--- src/rtl/rb2nb_pkg.sv ---
package rb2nb_pkg;
  localparam int GRP_W = 4;

  function automatic int grp_count(input int digits);
    return (digits + GRP_W - 1) / GRP_W;
  endfunction

  function automatic int prefix_levels(input int nodes);
    return (nodes > 1) ? $clog2(nodes) : 1;
  endfunction
endpackage

--- src/rtl/rb2nb_prep.sv ---
module rb2nb_prep #(
  parameter int DIGITS = 32,
  parameter int PADW   = 32
) (
  input  logic [DIGITS-1:0] dig_pos,
  input  logic [DIGITS-1:0] dig_neg,
  output logic [PADW-1:0]   add_a,
  output logic [PADW-1:0]   add_b
);
  // Subtraction as addition: a + ~b, the +1 enters at the lowest carry.
  generate
    if (PADW > DIGITS) begin : g_pad
      assign add_a = {{(PADW-DIGITS){1'b0}}, dig_pos};
      assign add_b = ~{{(PADW-DIGITS){1'b0}}, dig_neg};
    end else begin : g_nopad
      assign add_a = dig_pos;
      assign add_b = ~dig_neg;
    end
  endgenerate
endmodule

--- src/rtl/rb2nb_cla4.sv ---
module rb2nb_cla4 (
  input  logic [3:0] a,
  input  logic [3:0] b,
  input  logic       cin,
  output logic [3:0] sum,
  output logic       grp_g,
  output logic       grp_p,
  output logic       cout
);
  logic [3:0] gen, prp;
  logic       c1, c2, c3;

  assign gen = a & b;
  assign prp = a ^ b;

  assign c1 = gen[0] | (prp[0] & cin);
  assign c2 = gen[1] | (prp[1] & gen[0]) | (prp[1] & prp[0] & cin);
  assign c3 = gen[2] | (prp[2] & gen[1]) | (prp[2] & prp[1] & gen[0])
            | (prp[2] & prp[1] & prp[0] & cin);

  assign grp_g = gen[3] | (prp[3] & gen[2]) | (prp[3] & prp[2] & gen[1])
               | (prp[3] & prp[2] & prp[1] & gen[0]);
  assign grp_p = &prp;

  // Local carry out, only used to cross-check the lookahead network.
  assign cout = grp_g | (grp_p & cin);

  assign sum = prp ^ {c3, c2, c1, cin};
endmodule

--- src/rtl/rb2nb_lookahead.sv ---
module rb2nb_lookahead
  import rb2nb_pkg::*;
#(
  parameter int NGRP = 8
) (
  input  logic [NGRP-1:0] grp_g,
  input  logic [NGRP-1:0] grp_p,
  input  logic            cin,
  output logic [NGRP:0]   carry
);
  localparam int NN = NGRP + 1;
  localparam int LV = prefix_levels(NN);

  logic [NN-1:0] gv [LV+1];
  logic [NN-1:0] pv [LV+1];

  // Node 0 is the carry-in; node j+1 is group j. After the prefix,
  // node j holds the carry entering group j.
  always_comb begin
    gv[0][0] = cin;
    pv[0][0] = 1'b0;
    for (int j = 0; j < NGRP; j++) begin
      gv[0][j+1] = grp_g[j];
      pv[0][j+1] = grp_p[j];
    end
    for (int l = 0; l < LV; l++) begin
      for (int i = 0; i < NN; i++) begin
        if (i >= (1 << l)) begin
          gv[l+1][i] = gv[l][i] | (pv[l][i] & gv[l][i - (1 << l)]);
          pv[l+1][i] = pv[l][i] & pv[l][i - (1 << l)];
        end else begin
          gv[l+1][i] = gv[l][i];
          pv[l+1][i] = pv[l][i];
        end
      end
    end
  end

  assign carry = gv[LV];
endmodule

--- src/rtl/rb2nb_conv.sv ---
module rb2nb_conv
  import rb2nb_pkg::*;
#(
  parameter int DIGITS  = 32,
  parameter bit OUT_REG = 1'b1
) (
  input  logic              clk,
  input  logic              rst,
  input  logic [DIGITS-1:0] dig_pos,
  input  logic [DIGITS-1:0] dig_neg,
  output logic [DIGITS-1:0] nb_word
);
  localparam int NGRP = grp_count(DIGITS);
  localparam int PADW = NGRP * GRP_W;

  logic [PADW-1:0] add_a, add_b, sum_pad;
  logic [NGRP-1:0] grp_g, grp_p, grp_cout;
  logic [NGRP:0]   grp_carry;
  logic [DIGITS-1:0] nb_comb;

  rb2nb_prep #(.DIGITS(DIGITS), .PADW(PADW)) u_prep (
    .dig_pos (dig_pos),
    .dig_neg (dig_neg),
    .add_a   (add_a),
    .add_b   (add_b)
  );

  generate
    for (genvar j = 0; j < NGRP; j++) begin : g_grp
      rb2nb_cla4 u_cla (
        .a     (add_a[j*GRP_W +: GRP_W]),
        .b     (add_b[j*GRP_W +: GRP_W]),
        .cin   (grp_carry[j]),
        .sum   (sum_pad[j*GRP_W +: GRP_W]),
        .grp_g (grp_g[j]),
        .grp_p (grp_p[j]),
        .cout  (grp_cout[j])
      );
    end
  endgenerate

  rb2nb_lookahead #(.NGRP(NGRP)) u_net (
    .grp_g (grp_g),
    .grp_p (grp_p),
    .cin   (1'b1),
    .carry (grp_carry)
  );

  assign nb_comb = sum_pad[DIGITS-1:0];

  generate
    if (OUT_REG) begin : g_reg
      always_ff @(posedge clk) begin
        if (rst) nb_word <= '0;
        else     nb_word <= nb_comb;
      end
    end else begin : g_comb
      assign nb_word = nb_comb;
    end
  endgenerate
endmodule

--- config.mk ---
export PLATFORM = sky130hd
export DESIGN_NAME = rb2nb_conv
export DESIGN_NICKNAME = d
export VERILOG_FILES = /design/src/rtl/rb2nb_pkg.sv /design/src/rtl/rb2nb_prep.sv /design/src/rtl/rb2nb_cla4.sv /design/src/rtl/rb2nb_lookahead.sv /design/src/rtl/rb2nb_conv.sv
export SDC_FILE = /design/constraint.sdc
export NUM_CORES = 1
export LEC_CHECK = 0
export BUFFER_PORTS_ARGS = -buffer_cell sky130_fd_sc_hd__buf_2
export CAP_MARGIN = 20
export CORE_MARGIN = 2
export CORE_UTILIZATION = 45
export DETAILED_ROUTE_END_ITERATION = 8
export GPL_ROUTABILITY_DRIVEN = 0
export PLACE_DENSITY = 0.73
export SLEW_MARGIN = 20
export SYNTH_ARGS = -nofsm -noshare
export SYNTH_HDL_FRONTEND = slang
export SYNTH_HIERARCHICAL = 1
export SYNTH_SLANG_ARGS = --single-unit
--- constraint.sdc ---
create_clock -name clk -period 5 [get_ports clk]
set_clock_uncertainty 0.2 [all_clocks]
set_input_delay 1 -clock clk [delete_from_list [all_inputs] [get_ports clk]]
set_output_delay 1 -clock clk [all_outputs]
set_load 0.01 [all_outputs]
==> impl_metrics.ini, run 1 <==
[outcome]
status = finished clean

[worst_setup_path]
cp_num_buf_inv = 3
cp.arrival_ps = 3480
cp-start-kind = primary input
path_max_fanout = 6
cpPeakStageDelay_ps = 400
cp_top_family = compound AO/OA/AOI/OAI gates
crit_start = dig_pos[5]
critical_path_required_ps = 5010
crit_path_frequent_cell = a21o_1
endpoint_kind = flop
path_cells = buf_2, ha_1, a21oi_1, o21bai_1, a21o_1, a211oi_2, o21bai_2, a21o_1, a21o_1, inv_1, fa_1, inv_1, nor2b_1
criticalPathCategory = in2reg
cp_slowest_cell = fa_1

[sta]
fin_crit_sh_pct = 69.3
holdWs_ps = 966
setup_viol = 0
fin_crit_ps = 3470
postLayoutSetupSlackWorst_ps = 1530
tightest_slew_ps = 600
max_slew_margin_pct = 60.0
finalHoldViolCount = 0
rsz0062_at_grt = false
max_freq_mhz = 288
slew_violations = 0
timing.setup.tns_ps = 0

[pwr]
vdd_drop_max_mv = 0.136
p_total_mw = 0.793
p_leak_nw = 1.83
p_per_area_mw_per_mm2 = 249

[floorplan]
pin_count = 98
die_w_um = 82.7
fp.dieArea_mm2 = 0.00684
core_mm2 = 0.00596
dieHeight_um = 82.7
start_util_pct = 46.8
std_cell_rows = 28

[final_layout]
postLayoutCellArea_mm2 = 0.00318
reg_top3 = nb_word x32
syn_to_final_growth_pct = 14.1
nNetsFinal = 490
instances_no_fill = 459
drive_above_1_share_pct = 34.6
fill_cells = 598
antenna_cells = 0
fin_util_pct = 53.4
largest_register_ffs = 32
largest-register = nb_word

[clocking]
cts_root_buffer = clkbuf_8
clock_path_buffers = 2
clk_pin_slew_ps = 60
cts.sinks = 32
hold_buffers = 0
htreeDepth = 2
cts_resized = 0
cts_tree = yes
cts_setup_buffers = 0
numCtsBuffers = 5

[detailed_routing]
drtAntennaViolNets = 0
num_vias = 2131
drtIter0Drc = 34
via_per_inst = 4.64
wire_per_inst_um = 11.3
totalWireLength_um = 5170
dr.pass1.iters = 4
drc = 0

[synthesis]
syn_inst = 314
synth_warnings = 6
netlist_area_mm2 = 0.00279
synth.avg_cell_area_um2 = 8.88

[global_routing]
overflow = 0
grt_pass1_wl_um = 8490
grt_usage_pct = 16.0
antenna_found_initial = 0
grt_pass1_vias = 2018
grt_max_degree = 33

[min_path]
hp-start = dig_pos[31]
hold_class = in2reg

[placed_design]
pre_cts_slack_ps = 1230
dpl.hpwl_um = 4410
dp.cells = 452
port_buffers = 97
dpl-instance-area_mm2 = 0.00311

[run]
maxCapViolCount = 0
final timing paths:
check,cells past startpoint,end
min,4,nb_word[31]$_SDFF_PP0_
max,13,nb_word[20]$_SDFF_PP0_
report_power, final:
| part | internal (mW) | switching [mW] |
|---|---|---|
| Clock | 0.0946 | 0.0923 |
| Sequential | 0.291 | 0.00784 |
| Combinational | 0.153 | 0.155 |
area by class of cell:
class / instances / area, um2 / share of cell area [%]
multi-input cells: 176 / 1620 / 50.7
flip-flops and latches: 32 / 641 / 20.1
repair buffers: 97 / 485 / 15.3
inverters: 72 / 270 / 8.49
well taps: 75 / 93.8 / 2.95
clock buffers: 6 / 72.6 / 2.28
clock inverters: 1 / 5.00 / 0.157
cells in the final DEF, fill, tap and decap left out, types with 8 or more instances in the layout:
| cell | n |
|---|---|
| a21o_1 | 18 |
| dfxtp_1 | 32 |
| ha_1 | 32 |
| o21ai_2 | 8 |
| xor2_1 | 8 |
| fa_1 | 8 |
| a21oi_1 | 13 |
| inv_1 | 72 |
| buf_2 | 97 |
| xnor2_1 | 16 |
| nor2b_1 | 32 |
layer usage:
metal	vias up	global-route usage (%)	routed length, um
met1	956	18.7	2230
met5	-	0	0
met3	8	3.91	275
met2	60	28.9	2590
met4	0	4.75	65
li1	1107	-	-
Note: power is estimated with default switching activity, not from simulation.
==> run 2: changes to the inputs <==
- clock period: 5 -> 3.3 ns (I/O delays scaled with it)
==> run 2 against run 1 <==
  * Sequential share of layout area down 0.62 points
  * Worst hold slack worse by 350 ps
  * Critical path depth up 1
  * Count of clock-buffer cells in the layout up 1
  * First-iteration DRC count up 71%
  * Global-route usage up 0.80 points
  * Non-clock buffer count up 7
  * Combinational power up 56%
  * Setup slack worse by 1300 ps
  * Critical path type unchanged
  * Critical endpoint unchanged
==> impl_metrics.ini, run 2 (synthesis gave the netlist of run 1 again) <==
[outcome]
status = finished clean

[sta]
max_slew_margin_pct = 60.0
finalHoldViolCount = 0
fin_crit_sh_pct = 91.5
tightest_slew_ps = 599
slew_violations = 0
setup_viol = 0
postLayoutSetupSlackWorst_ps = 280
max_freq_mhz = 331
fin_crit_ps = 3020
rsz0062_at_grt = false

[global_routing]
grt_usage_pct = 16.8
overflow = 0
grt_pass1_vias = 2080
grt_max_degree = 33
grt_pass1_wl_um = 8810
antenna_found_initial = 0

[clocking]
clock_path_buffers = 2
cts_root_buffer = clkbuf_8
cts.sinks = 32
htreeDepth = 2
numCtsBuffers = 5
clk_pin_slew_ps = 70
cts_setup_buffers = 0
cts_tree = yes

[detailed_routing]
via_per_inst = 4.62
dr.pass1.iters = 4
drtAntennaViolNets = 0
wire_per_inst_um = 11.4
num_vias = 2158
drc = 0
drtIter0Drc = 58
totalWireLength_um = 5300

[worst_setup_path]
critical_path_required_ps = 3320
path_max_fanout = 4
cp-start-kind = primary input
cpPeakStageDelay_ps = 400
cp_num_buf_inv = 4
cp_top_family = compound AO/OA/AOI/OAI gates
cp_slowest_cell = fa_1
criticalPathCategory = in2reg
path_cells = buf_2, inv_1, ha_1, a21oi_1, o21bai_1, a21o_1, a211oi_2, o21bai_2, a21o_1, a21o_1, inv_1, fa_1, inv_1, nor2b_1
endpoint_kind = flop
cp.arrival_ps = 3040

[final_layout]
syn_to_final_growth_pct = 17.8
antenna_cells = 0
reg_top3 = nb_word x32
fin_util_pct = 55.1
instances_no_fill = 467
layout_commonest_cell = buf_2
nNetsFinal = 497
largest_register_ffs = 32
largest-register = nb_word
layout_common_cells = buf_2, inv_1, nor2b_1, ha_1, dfxtp_1
drive_above_1_share_pct = 36.2

[pwr]
p_per_area_mw_per_mm2 = 411
p_int_mw = 0.948
switchingPower_mw = 0.401
vdd_drop_max_mv = 0.212
p_total_mw = 1.35
pwr-share-comb_pct = 35.4
p_leak_nw = 1.88
p_sw_share_pct = 29.7
seqPwrFrac_pct = 33.6
p_clk_share_pct = 31.0

[floorplan]
core_mm2 = 0.00596
start_util_pct = 46.8
dieHeight_um = 82.7
fp.dieArea_mm2 = 0.00684
pin_count = 98
die_w_um = 82.7
std_cell_rows = 28

[min_path]
hold_class = in2reg

[placed_design]
dpl.hpwl_um = 4480
dp.cells = 459
port_buffers = 97
pre_cts_slack_ps = -23.5

[run]
maxCapViolCount = 0
[run 2: cell count changes in the layout (fill, tap and decap cells not counted), sizes merged]
cell    delta
buf        +7
bufinv     +1
clkbuf     +1
clkinv     -1
[run 2: what timing repair did]
item	CTS	global route
hold buffers	0	0
setup endpoints to repair	0	2
resized for setup	0	1
[run 2: power groups by stage]
stage	Combinational [mW]	Sequential, mW	Clock [mW]
5_1_grt	0.543	0.459	0.446
6_report	0.478	0.453	0.418
4_1_cts	0.485	0.454	0.434
3_5_place_dp	0.482	0.462	0
2_1_floorplan	0.326	0.493	0
3_3_place_gp	0.470	0.462	0
[run 2: path summary, 6_finish.rpt]
check | start | end | slack [ps] | cells after the start
setup / recovery | dig_neg[5] | nb_word[20]$_SDFF_PP0_ | 280 | 14
hold / removal | dig_pos[31] | nb_word[31]$_SDFF_PP0_ | 620 | 4
[run 2: metrics by stage]
stage / cell area [um2] / hold slack (ps) / setup TNS, ps
floorplan: 2800 / 532 / 0
global placement: 3160 / 853 / 0
detailed placement: 3160 / 854 / -23.5
CTS: 3280 / 621 / 0
global route: 3280 / 630 / 0
finish: 3280 / 619 / 0
[run 2: layer usage]
| metal | global-route usage, % | routed length [um] | vias to the layer above |
|---|---|---|---|
| met3 | 4.13 | 291 | 13 |
| met1 | 19.3 | 2230 | 971 |
| met5 | 0 | 0 | - |
| li1 | - | - | 1120 |
| met4 | 6.39 | 108 | 0 |
| met2 | 30.0 | 2680 | 54 |
[run 2: layout make-up]
| cell class | count | area [um2] |
|---|---|---|
| clock buffers | 7 | 96.3 |
| clock inverters | 1 | 30.0 |
| fillers | 567 | 2670 |
| inverters | 72 | 270 |
| multi-input cells | 176 | 1620 |
| flip-flops and latches | 32 | 641 |
| well taps | 75 | 93.8 |
| repair buffers | 104 | 538 |
